[src/rtl/bldc_mode_pkg.sv]
package bldc_mode_pkg;

    typedef enum logic [2:0] {
        MS_IDLE   = 3'd0,
        MS_LAUNCH = 3'd1,
        MS_DRIVE  = 3'd2,
        MS_DERATE = 3'd3,
        MS_TRIP   = 3'd4
    } mode_e;

    localparam int SW_W = 6;

endpackage

[src/rtl/bldc_status_dec.sv]
module bldc_status_dec #(
    parameter int STAT_W  = 16,
    parameter int OVL_BIT = 0,
    parameter int OVT_BIT = 1,
    parameter int UV_BIT  = 2,
    parameter int PRE_BIT = 3
) (
    input  logic              valid,
    input  logic [STAT_W-1:0] word,
    output logic              hard_flt,
    output logic              warn_flt
);
    always_comb begin
        hard_flt = valid && (word[OVL_BIT] || word[OVT_BIT] || word[UV_BIT]);
        warn_flt = valid && word[PRE_BIT];
    end
endmodule

[src/rtl/bldc_commut_lut.sv]
module bldc_commut_lut
    import bldc_mode_pkg::*;
(
    input  logic            ccw,
    input  logic [2:0]      hall,
    output logic [SW_W-1:0] sw
);
    localparam int HALF = SW_W / 2;

    logic [SW_W-1:0] cw_pat;

    always_comb begin
        unique case (hall)
            3'b001:  cw_pat = 6'h21;
            3'b010:  cw_pat = 6'h0A;
            3'b011:  cw_pat = 6'h22;
            3'b100:  cw_pat = 6'h14;
            3'b101:  cw_pat = 6'h11;
            3'b110:  cw_pat = 6'h0C;
            default: cw_pat = '0;
        endcase
        sw = ccw ? {cw_pat[HALF-1:0], cw_pat[SW_W-1:HALF]} : cw_pat;
    end
endmodule

[src/rtl/bldc_led_blink.sv]
module bldc_led_blink #(
    parameter int LED_DIV = 50000
) (
    input  logic clk,
    input  logic rst_n,
    input  logic en,
    output logic blink
);
    localparam int CNT_W = (LED_DIV > 1) ? $clog2(LED_DIV) : 1;
    localparam logic [CNT_W-1:0] LAST = CNT_W'(LED_DIV - 1);

    logic [CNT_W-1:0] cnt_q;

    always_ff @(posedge clk or negedge rst_n) begin
        if (!rst_n) begin
            cnt_q <= '0;
            blink <= 1'b0;
        end else if (!en) begin
            cnt_q <= '0;
            blink <= 1'b0;
        end else if (cnt_q == LAST) begin
            cnt_q <= '0;
            blink <= ~blink;
        end else begin
            cnt_q <= cnt_q + 1'b1;
        end
    end
endmodule

[src/rtl/bldc_mode_ctrl.sv]
module bldc_mode_ctrl
    import bldc_mode_pkg::*;
#(
    parameter int STAT_W  = 16,
    parameter int LED_DIV = 50000,
    parameter int OVL_BIT = 0,
    parameter int OVT_BIT = 1,
    parameter int UV_BIT  = 2,
    parameter int PRE_BIT = 3
) (
    input  logic              clk,
    input  logic              rst_n,
    input  logic              run_req,
    input  logic              dir_ccw,
    input  logic              hall_evt,
    input  logic [2:0]        hall_pos,
    input  logic              frame_ack,
    input  logic              status_valid,
    input  logic [STAT_W-1:0] status_word,
    output logic              frame_req,
    output logic              frame_cmd,
    output logic [5:0]        frame_sw,
    output logic              standby_en,
    output logic              pwr_limit,
    output logic              led
);
    mode_e           st_q, st_d;
    logic            dir_q;
    logic            pend_q, pend_d;
    logic [SW_W-1:0] sw_q, sw_d;
    logic [SW_W-1:0] lut_sw;
    logic            dir_sel;
    logic            hard_flt, warn_flt;
    logic            blink;

    bldc_status_dec #(
        .STAT_W (STAT_W),
        .OVL_BIT(OVL_BIT),
        .OVT_BIT(OVT_BIT),
        .UV_BIT (UV_BIT),
        .PRE_BIT(PRE_BIT)
    ) u_stat (
        .valid   (status_valid),
        .word    (status_word),
        .hard_flt(hard_flt),
        .warn_flt(warn_flt)
    );

    assign dir_sel = (st_q == MS_IDLE) ? dir_ccw : dir_q;

    bldc_commut_lut u_lut (
        .ccw (dir_sel),
        .hall(hall_pos),
        .sw  (lut_sw)
    );

    bldc_led_blink #(
        .LED_DIV(LED_DIV)
    ) u_blink (
        .clk  (clk),
        .rst_n(rst_n),
        .en   (st_q == MS_DRIVE),
        .blink(blink)
    );

    // next state, pending request and pattern
    always_comb begin
        st_d   = st_q;
        pend_d = pend_q;
        sw_d   = sw_q;
        unique case (st_q)
            MS_IDLE: begin
                if (run_req) begin
                    st_d = MS_LAUNCH;
                    sw_d = lut_sw;
                end
            end
            MS_LAUNCH: begin
                if (!run_req) begin
                    st_d = MS_IDLE;
                end else if (hard_flt) begin
                    st_d = MS_TRIP;
                end else begin
                    if (hall_evt) sw_d = lut_sw;
                    if (frame_ack) begin
                        st_d   = MS_DRIVE;
                        pend_d = hall_evt;
                    end
                end
            end
            MS_DRIVE, MS_DERATE: begin
                if (!run_req) begin
                    st_d = MS_IDLE;
                end else if (hard_flt) begin
                    st_d = MS_TRIP;
                end else begin
                    if (st_q == MS_DRIVE && warn_flt) st_d = MS_DERATE;
                    if (hall_evt) begin
                        pend_d = 1'b1;
                        sw_d   = lut_sw;
                    end else if (frame_ack) begin
                        pend_d = 1'b0;
                    end
                end
            end
            MS_TRIP: begin
                if (!run_req) st_d = MS_IDLE;
            end
            default: st_d = MS_IDLE;
        endcase
        if (st_d == MS_IDLE || st_d == MS_TRIP) begin
            pend_d = 1'b0;
            sw_d   = '0;
        end
    end

    // state register
    always_ff @(posedge clk or negedge rst_n) begin
        if (!rst_n) begin
            st_q   <= MS_IDLE;
            pend_q <= 1'b0;
            sw_q   <= '0;
            dir_q  <= 1'b0;
        end else begin
            st_q   <= st_d;
            pend_q <= pend_d;
            sw_q   <= sw_d;
            if (st_q == MS_IDLE && run_req) dir_q <= dir_ccw;
        end
    end

    // outputs
    always_comb begin
        frame_req  = 1'b0;
        frame_cmd  = 1'b0;
        standby_en = 1'b0;
        pwr_limit  = 1'b0;
        led        = 1'b0;
        unique case (st_q)
            MS_IDLE: begin
                standby_en = 1'b1;
                frame_req  = 1'b1;
            end
            MS_LAUNCH: begin
                frame_req = 1'b1;
                frame_cmd = 1'b1;
            end
            MS_DRIVE: begin
                frame_req = pend_q;
                frame_cmd = 1'b1;
                led       = blink;
            end
            MS_DERATE: begin
                frame_req = pend_q;
                frame_cmd = 1'b1;
                pwr_limit = 1'b1;
                led       = 1'b1;
            end
            MS_TRIP: begin
                frame_req = 1'b1;
                led       = 1'b1;
            end
            default: ;
        endcase
        frame_sw = sw_q;
    end
endmodule

[config.mk]
export PLATFORM = sky130hd
export DESIGN_NAME = bldc_mode_ctrl
export DESIGN_NICKNAME = d
export VERILOG_FILES = /design/src/rtl/bldc_mode_pkg.sv /design/src/rtl/bldc_status_dec.sv /design/src/rtl/bldc_commut_lut.sv /design/src/rtl/bldc_led_blink.sv /design/src/rtl/bldc_mode_ctrl.sv
export SDC_FILE = /design/constraint.sdc
export NUM_CORES = 1
export LEC_CHECK = 0
export BUFFER_PORTS_ARGS = -buffer_cell sky130_fd_sc_hd__buf_2
export CAP_MARGIN = 10
export CORE_ASPECT_RATIO = 1.25
export CORE_MARGIN = 2
export CORE_UTILIZATION = 57
export CTS_CLUSTER_DIAMETER = 50
export DETAILED_ROUTE_END_ITERATION = 12
export GPL_ROUTABILITY_DRIVEN = 0
export MAX_ROUTING_LAYER = met4
export PLACE_DENSITY = 0.84
export SLEW_MARGIN = 0
export SYNTH_ARGS = -nofsm -noshare
export SYNTH_HDL_FRONTEND = slang
export SYNTH_SLANG_ARGS = --single-unit
[constraint.sdc]
create_clock -name clk -period 4.4 [get_ports clk]
set_input_delay 0 -clock clk [delete_from_list [all_inputs] [get_ports clk]]
set_output_delay 0 -clock clk [all_outputs]
set_load 0.05 [all_outputs]
# Word level (Yosys, flattened, before mapping)
# Index checks and enable logic that the tools add are counted.
# totals
register_bits	28
output_inout_bits	11
word_cells	84
input_bits	26
# classes
eq_ne	23
bitwise_logic	1
add_sub_neg	1
mux	36
n_reduce_logical	17
# op_table
operator	count
6-bit 2-to-1 mux	6
6-bit one-hot mux with 6 select lines	1
16-bit 2-to-1 mux	2
3-bit 2-to-1 mux	8
16-bit by 1-bit adder with 16-bit output, second input constant	1
16-bit == test, second input constant	1
3-bit == test, second input constant	5
1-bit 2-to-1 mux	14
3-bit by 2-bit == test with 1-bit output, second input constant	4
3-bit one-hot mux with 4 select lines	1
6-bit one-hot mux with 2 select lines	1
3-bit by 1-bit inequality test with 1-bit output, second input constant	3
3-bit by 2-bit inequality test with 1-bit output, second input constant	3
3-bit inequality test, second input constant	3
7-bit AND reduction	1
3-bit by 1-bit == test with 1-bit output, second input constant	2
3-bit zero test	2
1-bit one-hot mux with 2 select lines	3
3-bit nonzero test	2
3-bit OR reduction	2
5-bit AND reduction	1
1-bit logical AND	4
4-bit by 1-bit inequality test with 1-bit output, second input constant	1
2-bit OR reduction	2
3 further kinds	5

# Logic depth before layout (Yosys ltp)
# Gate-level depths: netlist of run 1.
# depth
ltp_word	10
ltp_mapped	6
depth_no_buf	5

# Hierarchy
# Synthesis of run 1 repeated with hierarchy kept, for this count alone.
# unflattened
cells_unflattened	156
area_unflattened_um2	1574.0
# modules_own_cells
module	cells_per_inst	n_inst	seq_area_each_um2	area_each_um2
bldc_led_blink	81	1	425.4	834.6
bldc_mode_ctrl	59	1	275.3	619.3
bldc_commut_lut	14	1	0.0	105.1
bldc_status_dec	2	1	0.0	15.0

# Worst setup path before layout of run 1
# No wires, ideal clock.
# synth_path
path_type	flip-flop to flip-flop
start	register st_q[2]
end	register sw_q[0] (netlist: frame_sw[0])
arrival_ns	1.926
path_slack_ns	2.386
required_time_ns	4.312
path_stages_with_launch	6
period_less_slack_ns	2.014
setup_time_ns	0.088
n_path_buf	1
path_cell_list	dfrtp_1 -> buf_2 -> nor3_4 -> mux2_4 -> mux2_4 -> a211oi_2
# synth_between
elab_chain_cells	10
elab_cells_between_ends	34
classes_between	eq/ne: 9; mux: 17; reduce/logical: 8
# synth_lines
element	line	source
start: declaration	bldc_mode_ctrl.sv:27	mode_e st_q, st_d;
start signal: assignment	bldc_mode_ctrl.sv:125	st_q <= st_d;
3-bit by 2-bit == test with 1-bit output	bldc_mode_ctrl.sv:71, bldc_mode_ctrl.sv:97	
1-bit logical AND	bldc_mode_ctrl.sv:97	if (st_q == MS_DRIVE && warn_flt) st_d = MS_DERATE;
3-bit 2-to-1 mux	bldc_mode_ctrl.sv:97	
3-bit 2-to-1 mux	bldc_mode_ctrl.sv:94	end else if (hard_flt) begin
3-bit 2-to-1 mux	bldc_mode_ctrl.sv:92	if (!run_req) begin
3-bit one-hot mux with 4 select lines	bldc_mode_ctrl.sv:71	unique case (st_q)
3-bit == test / 3-bit zero test (equally long branches)	bldc_mode_ctrl.sv:111	if (st_d == MS_IDLE || st_d == MS_TRIP) begin
1-bit logical OR	bldc_mode_ctrl.sv:111	
3-bit by 2-bit inequality test with 1-bit output (no line), or another cell as far along	n/a	
5-bit AND reduction (no line)	n/a	
end signal: assignment	bldc_mode_ctrl.sv:127	sw_q <= sw_d;
end: declaration	bldc_mode_ctrl.sv:30	logic [SW_W-1:0] sw_q, sw_d;
# Parallel ways exist; a longest one is shown, timed or not. The select of a mux whose other input is x is not followed.
# A chain may end at the register's enable or synchronous reset.

# Worst setup path in the final report of run 1
# layout_path
start	register st_q[2]
end	register sw_q[4] (netlist: frame_sw[4])
# The elaborated chain is that of the path after synthesis.

==> impl_results.md, run 1 <==
* Max IR drop VDD at roughly 0.25 mV
* CP Max Fanout at 9
* Primary FF master, synth: dfrtp_1
* Max-cap violations at 0
* WP data required at 4.64 ns
* Routed wire length at about 2800 um
* Syn Area/Cell at 10.1 um2
* Placed Cells at 210
* Total grt overflow at 0
* Highest routed layer: met4
* Crit-path slowest cell: dfrtp_1
* Cell Rows at 21
* Post-synthesis register bit count at 28
* Die area at between 0.003 and 0.004 mm2
* # setup viols final at 0
* F_max at 565 MHz
* Dpl cell area at between 0.0015 and 0.002 mm2
* Top-area cell type share of the netlist area at 44.1%
* Clock Pin Slew Worst Setup and Hold Paths at 0.13 ns
* Clock Latency Late Sink at 0.32 ns
* Residual DRC at 0
* Worst slew pin tran at 0.592 ns
* Final net count at 212
* Setup crit end kind: flop
* Fin cells at 217
* Reg2reg end: frame_sw[4]
* Number of clock sinks at 28
* Floorplan core area at 0.00268 mm2
* CTS tree: built
* DRT met1 WL at approximately 1200 um
* Vias in the first global route at 1284
* Synth cell types at 37
* Top-count cell post-synth: dfrtp_1
* Io pins at 37
* WHS Path Cells at 4
* Post-route cell area at around 0.0018 mm2
* Number of antenna diodes at 0
* Ranking of synthesized cells by area: dfrtp_1 (44%), nor2_1 (6.1%), xor2_1 (5.0%), a211oi_2 (4.7%), mux2_4 (4.7%)
* Crit path DAT at between 2 and 2.5 ns
* Worst r2r src: st_q[2]
* Hold Crit Class: in2reg
* Clock Skew at roughly 0.0059 ns
* Layout area overhead at 12.3%
* Die span in x at 51.2 um
* Setup repair after global routing missed its margin: false
* Routed vias/inst at 5.68
* R2R depth at 4
* Largest net degree at the start of global routing at 29
* Synth async-reset ratio at 100%
* Die span in y at 63.1 um
* Num CTS Buffers at 3
* H-tree Lvls at 1
* Mapped Area at 0.00159 mm2
* Yosys Warn Count at 0
* Max transition margin at 60.6%
* Bufs on Longest Clock Path at 2
* Final Hold Vio Count at 0
* Period minus WS final at approximately 1.8 ns
* DR vias at 1233
* Antenna violations before repair at 0
* Max incr delay on CP at 0.50 ns
* Mapped Cells at 157
* Gr usage total at 21.0%
* Pwr Density at 291 mW/mm2
* Number of flops mapped to enable cells by yosys at 0
* Dpl hpwl at 2120 um
* Cell taking the most area after synthesis: dfrtp_1
* Hold_sp: status_word[2]
* Final Max Tran Viols at 0
* CP dominant cell by count: mux2_4
* DRT antenna net count at 0
* Drt wl/cell at approximately 13 um
* Initial Util at between 50% and 60%
* CTS Root Cell: clkbuf_4
* Crit-path cells: nor3_4, mux2_4, mux2_4, a211oi_2
* Crit path kind: reg2reg
* Leak at 0.000776 uW
* Startpoint type of the worst setup path: flop
* DRT Pass-1 Iters at 4
* Setup TNS at 0 ns
* DR WL met3 at 81 um
* Period utilization at 40.2%
* Metal2 WL at 1520 um
* Share of layout cells above drive strength 1 at 23.0%
* R2R setup slack at 2.63 ns
* Worst hold slack at 0.0858 ns
* Port bufs at 24
* Post-synth net total at 184
* Worst Hold Endpoint: st_q[1]
* Global-route wire length before repair at 5190 um
* Drt initial violations at 23
* Synth cell count leaders: dfrtp_1 (28), nor2_1 (26), xor2_1 (9), nand3_1 (8)
* Status: complete, no violations
* Post-synthesis sequential area ratio at between 40% and 50%
[power breakdown]
group	leakage [uW]	total [uW]	internal (uW)	switching (uW)
Clock	0.0000138	99.4	32.1	67.4
Sequential	0.000384	278	268	10.3
Combinational	0.000378	142	50.7	91.5
[routing by layer]
metal  GRT usage (%)  vias up
li1                -      610
met5               -        -
met3            2.37        4
met4            7.89        0
met1            23.7      596
met2            37.5       23
[flip-flops by register name, indices dropped and copies added (netlist names)]
register       cells
pend_q             1
u_blink.blink      1
u_blink.cnt_q     16
dir_q              1
st_q               3
frame_sw           6
[metrics by stage]
| step | utilization (%) | setup WS [ns] | total power, uW |
|---|---|---|---|
| 6_report | 66.6 | 2.63 | 520 |
| 5_1_grt | 66.6 | 2.48 | 551 |
| 4_1_cts | 66.6 | 2.63 | 529 |
| 3_5_place_dp | 64.3 | 2.64 | 424 |
| 3_3_place_gp | 64.3 | 2.69 | 421 |
| 2_1_floorplan | - | 2.39 | 394 |
[cell usage in the layout, fill, tap and decap left out, types with 3 or more instances in the layout]
master,synthesis,final
a211oi_2,6,6
a21oi_1,5,5
and3_1,4,4
and4_1,3,3
buf_2,3,24
clkbuf_4,0,3
dfrtp_1,28,28
dlygate4sd3_1,0,4
mux2_4,5,5
nand2_1,7,7
nand2b_1,7,7
nand3_1,8,8
nand4_1,5,5
nor2_1,26,26
nor2b_1,5,5
o21ai_0,4,4
xnor2_1,4,4
xor2_1,9,9
[what timing repair did]
action	4_1_cts	5_1_grt
setup buffers	0	0
resized for setup	0	0
hold buffers	4	0
endpoints found under the hold margin	31	0
[layout make-up]
| type | count | area [um2] |
|---|---|---|
| sequential | 28 | 701 |
| fill | 216 | 895 |
| multi-input combinational | 122 | 852 |
| inverter | 2 | 7.51 |
| tap | 34 | 42.5 |
| timing repair buffer | 28 | 160 |
| clock buffer | 3 | 22.5 |
[worst max-delay path by stage]
stage / startpoint / cells after the start / endpoint
finish: st_q[2] / 4 / frame_sw[4]
global route: u_blink.cnt_q[0] / 5 / u_blink.cnt_q[2]
CTS: st_q[2] / 4 / frame_sw[4]
detailed placement: st_q[2] / 4 / frame_sw[4]
global placement: u_blink.cnt_q[0] / 5 / u_blink.cnt_q[8]
floorplan: st_q[2] / 5 / frame_sw[0]
[critical path, delay by kind of cell, from the launching register on]
family / cells / cell delay, ns
multiplexers: 2 / 0.69
flip-flops: 1 / 0.50
AO/OA/AOI/OAI: 1 / 0.21
AND/OR/NAND/NOR: 1 / 0.28
[cell families (layout without fill, tap and decap cells)]
family          after synthesis  after routing  synth area share [%]
buf+inv                       7             33                  2.36
simple gates                 79             79                  27.5
flops                        28             28                  44.1
compound gates               21             21                  11.4
mux                           8              8                  6.69
fa+ha+maj                     1              1                 0.787
xor+xnor                     13             13                  7.16
Note: power is estimated with default switching activity, not from simulation.
==> run 2: changes to the inputs <==
--- a/config.mk
+++ b/config.mk
@@ -5,16 +5,17 @@
 export SDC_FILE = /design/constraint.sdc
 export NUM_CORES = 1
 export LEC_CHECK = 0
+export ABC_AREA = 1
 export BUFFER_PORTS_ARGS = -buffer_cell sky130_fd_sc_hd__buf_2
 export CAP_MARGIN = 10
 export CORE_ASPECT_RATIO = 1.25
 export CORE_MARGIN = 2
-export CORE_UTILIZATION = 57
+export CORE_UTILIZATION = 49
 export CTS_CLUSTER_DIAMETER = 50
 export DETAILED_ROUTE_END_ITERATION = 12
 export GPL_ROUTABILITY_DRIVEN = 0
 export MAX_ROUTING_LAYER = met4
-export PLACE_DENSITY = 0.84
+export PLACE_DENSITY = 0.76
 export SLEW_MARGIN = 0
 export SYNTH_ARGS = -nofsm -noshare
 export SYNTH_HDL_FRONTEND = slang
==> constraint.sdc (replaced) <==
create_clock -name clk -period 1.46 [get_ports clk]
set_input_delay 0 -clock clk [delete_from_list [all_inputs] [get_ports clk]]
set_output_delay 0 -clock clk [all_outputs]
set_load 0.05 [all_outputs]
==> run 2 against run 1 <==
Net effect:
- fmax is 25% higher
- utilization is 3.8 points lower
- combinational power grew to 4.1 times the previous value
- clock skew is 0.0028 ns higher
- hold slack worse by 0.058 ns
- critical endpoint is now frame_sw[3]
- largest power group unchanged
==> impl_results.md, run 2 <==
* Cell taking the most area after synthesis: dfrtp_1
* Clock Pin Slew Worst Setup and Hold Paths at 0.10 ns (-0.03 ns)
* Number of antenna diodes at 0 (unchanged)
* Num CTS Buffers at 3 (unchanged)
* Largest Register: u_blink.cnt_q
* Residual DRC at 0 (unchanged)
* Worst hold slack at 0.0277 ns (-0.0581 ns)
* Share of layout cells above drive strength 1 at 26.6% (+3.7 points)
* Number of flops mapped to enable cells by yosys at 0 (unchanged)
* Routed vias/inst at 5.05 (-11%)
* Largest net degree at the start of global routing at 29 (unchanged)
* Clock Skew at 0.00877 ns (+0.00283 ns)
* Die area at 0.00398 mm2 (+23%)
* CTS Root Cell: clkbuf_8
* Final net count at 317 (+50%)
* Fin cells at 328 (+51%)
* Primary FF master, synth: dfrtp_1
* Max FFs per register at 16 (unchanged)
* Setup repair after global routing missed its margin: true
* Syn Area/Cell at 7.00 um2 (-31%)
* Post-synth net total at 271 (+47%)
* Ranking of synthesized cells by area: dfrtp_1 (41%), nand2_1 (14%), nor2_1 (8.4%), nand3_1 (7.9%), inv_1 (7.5%)
* Gr usage total at 19.1% (-1.9 points)
* Layout area overhead at 25.9%
* Status: complete, no violations
* Crit path kind: reg2reg
* Mapped Area at 0.00171 mm2 (+7.4%)
* Total grt overflow at 0 (unchanged)
* Placed Cells at 313 (+49%)
* # setup viols final at 0 (unchanged)
* Yosys Warn Count at 0 (unchanged)
* Initial Util at 49.9% (-9.4 points)
* Die span in y at 70.0 um (+11%)
* Hold Crit Class: in2reg
* Die span in x at 56.8 um (+11%)
* Layout Utilization at 62.8% (-3.8 points)
* DRT Pass-1 Iters at 4 (unchanged)
* Startpoint type of the worst setup path: flop
* Routed wire length at 3660 um (+29%)
* Tot Pwr at 1890 uW (+260%)
* Final Hold Vio Count at 0 (unchanged)
* Final Max Tran Viols at 0 (unchanged)
* Dpl hpwl at 2610 um (+23%)
* Max-cap violations at 0 (unchanged)
* DRT antenna net count at 0 (unchanged)
* F_max at 708 MHz (+25%)
* Drt wl/cell at 11.2 um (-15%)
* Antenna violations before repair at 0 (unchanged)
* Global-route wire length before repair at 5970 um (+15%)
* Mapped Cells at 244 (+55%)
* Worst slew pin tran at 0.622 ns (+0.0304 ns)
* Bufs on Longest Clock Path at 2 (unchanged)
* Leading cell type in the layout, fill and taps excluded: nand2_1
* Synth cell count leaders: nand2_1 (63), nor2_1 (38), inv_1 (34), dfrtp_1 (28), nand3_1 (27)
* Floorplan core area at 0.00342 mm2 (+28%)
* CP Max Fanout at 5 (-4)
* Post-synthesis sequential area ratio at 41.0% (-3.0 points)
* DR vias at 1656 (+34%)
* Vias in the first global route at 1436 (+12%)
* Synth async-reset ratio at 100% (unchanged)
* CTS tree: built
* WP data required at 1.64 ns (-3.00 ns)
* Setup TNS at 0 ns (unchanged)
* Max IR drop VDD at 0.624 mV (+150%)
* Crit path DAT at 1.59 ns (-0.42 ns)
* Setup crit end kind: flop
* Top-count cell post-synth: nand2_1
* Post-synthesis register bit count at 28 (unchanged)
* Top-area cell type share of the netlist area at 41.0% (-3.0 points)
* Pwr Density at 881 mW/mm2 (+200%)
* Synth cell types at 23 (-38%)
* H-tree Lvls at 1 (unchanged)
* Port bufs at 24 (unchanged)
* Most frequent cells in the layout: nand2_1 (58), nor2_1 (35), inv_1 (34), dfrtp_1 (25), nand3_1 (24)
* Drt initial violations at 66 (+190%)
* Cell Rows at 24 (+14%)
* Max transition margin at 58.5% (-2.0 points)
* Number of clock sinks at 28 (unchanged)
* Clock Latency Late Sink at 0.28 ns (-0.04 ns)
* Period minus WS final at 1.41 ns (-0.356 ns)
* Leak at 0.00109 uW (+40%)
* Period utilization at 96.7% (+57 points)
* Io pins at 37 (unchanged)
[run 2: cell count changes in the layout (fill, tap and decap cells not counted), moves of 5 or more]
cell      previous run  this run
a211oi_2             6         0
buf_4                0        12
inv_1                2        34
inv_2                0         5
mux2_4               5         0
nand2_1              7        58
nand2_2              0         6
nand2b_1             7         0
nand3_1              8        24
nand3_2              0         5
nor2_1              26        35
nor2b_1              5         0
xor2_1               9         3
[run 2: cells by family (layout without fill, tap and decap cells)]
kind of cell	count (synthesis)	after routing	share of synthesized area, %
AOI/OAI and AO/OA	15	15	4.54
buffers and inverters	40	84	8.79
adders and majority gates	1	1	0.732
xor gates and xnor gates	4	4	2.05
DFF	28	28	41.0
and+or+nand+nor	156	157	42.9
[run 2: metal layers]
metal	up-vias	global-route usage, %	wire length, um
li1	857	-	-
met1	758	23.8	1610
met2	36	32.2	1880
met3	5	1.11	112
met4	0	8.01	55
met5	-	-	0
[run 2: timing repair]
action / CTS / global route
setup buffers: 0 / 8
endpoints found under the hold margin: 29 / 0
hold buffers: 2 / 0
setup endpoints to repair: 1 / 21
resized for setup: 1 / 22
pin swaps: 1 / 7
gates cloned: 0 / 1
[run 2: worst paths after layout]
check | startpoint | cells past startpoint | slack (ns) | to
setup / recovery | st_q[0] | 10 | 0.05 | frame_sw[3]
hold / removal | run_req | 3 | 0.03 | st_q[2]
setup reg to reg | st_q[0] | 10 | 0.05 | frame_sw[3]
hold reg to reg | u_blink.cnt_q[9] | 2 | 0.55 | u_blink.cnt_q[9]
max in group asynchronous | rst_n | 2 | 0.76 | st_q[0]
min in group asynchronous | rst_n | 2 | 0.27 | u_blink.cnt_q[6]
[run 2: cell type report]
class / instances / area (um2)
fillers: 336 / 1270
multi-input cells: 177 / 923
flip-flops and latches: 28 / 704
repair buffers: 40 / 267
inverters: 40 / 153
clock buffers: 4 / 55.1
well taps: 39 / 48.8
[run 2: stage by stage]
stage	instance area (um2)	setup slack, ns
detailed placement	1940	0.0338
global route	2150	-0.0699
floorplan	1710	0.0113
finish	2150	0.0479
CTS	2010	0.00614
global placement	1940	0.0560
[run 2: critical path, cell delays in order (launching register included)]
cell and delay (ns):
dfrtp_2 0.43, nor2_4 0.17, buf_4 0.15, nand3_2 0.07
nand2_2 0.09, nand2_4 0.06, buf_12 0.13, nand2_1 0.06
o21ai_2 0.05, nand2_1 0.06, inv_1 0.04
[run 2: power by group]
group | leakage, uW | total [uW] | switching, uW | internal [uW]
Sequential | 0.000382 | 833 | 27.3 | 806
Clock | 0.0000288 | 482 | 241 | 242
Combinational | 0.000678 | 579 | 366 | 214
Total | 0.00109 | 1890 | 634 | 1260
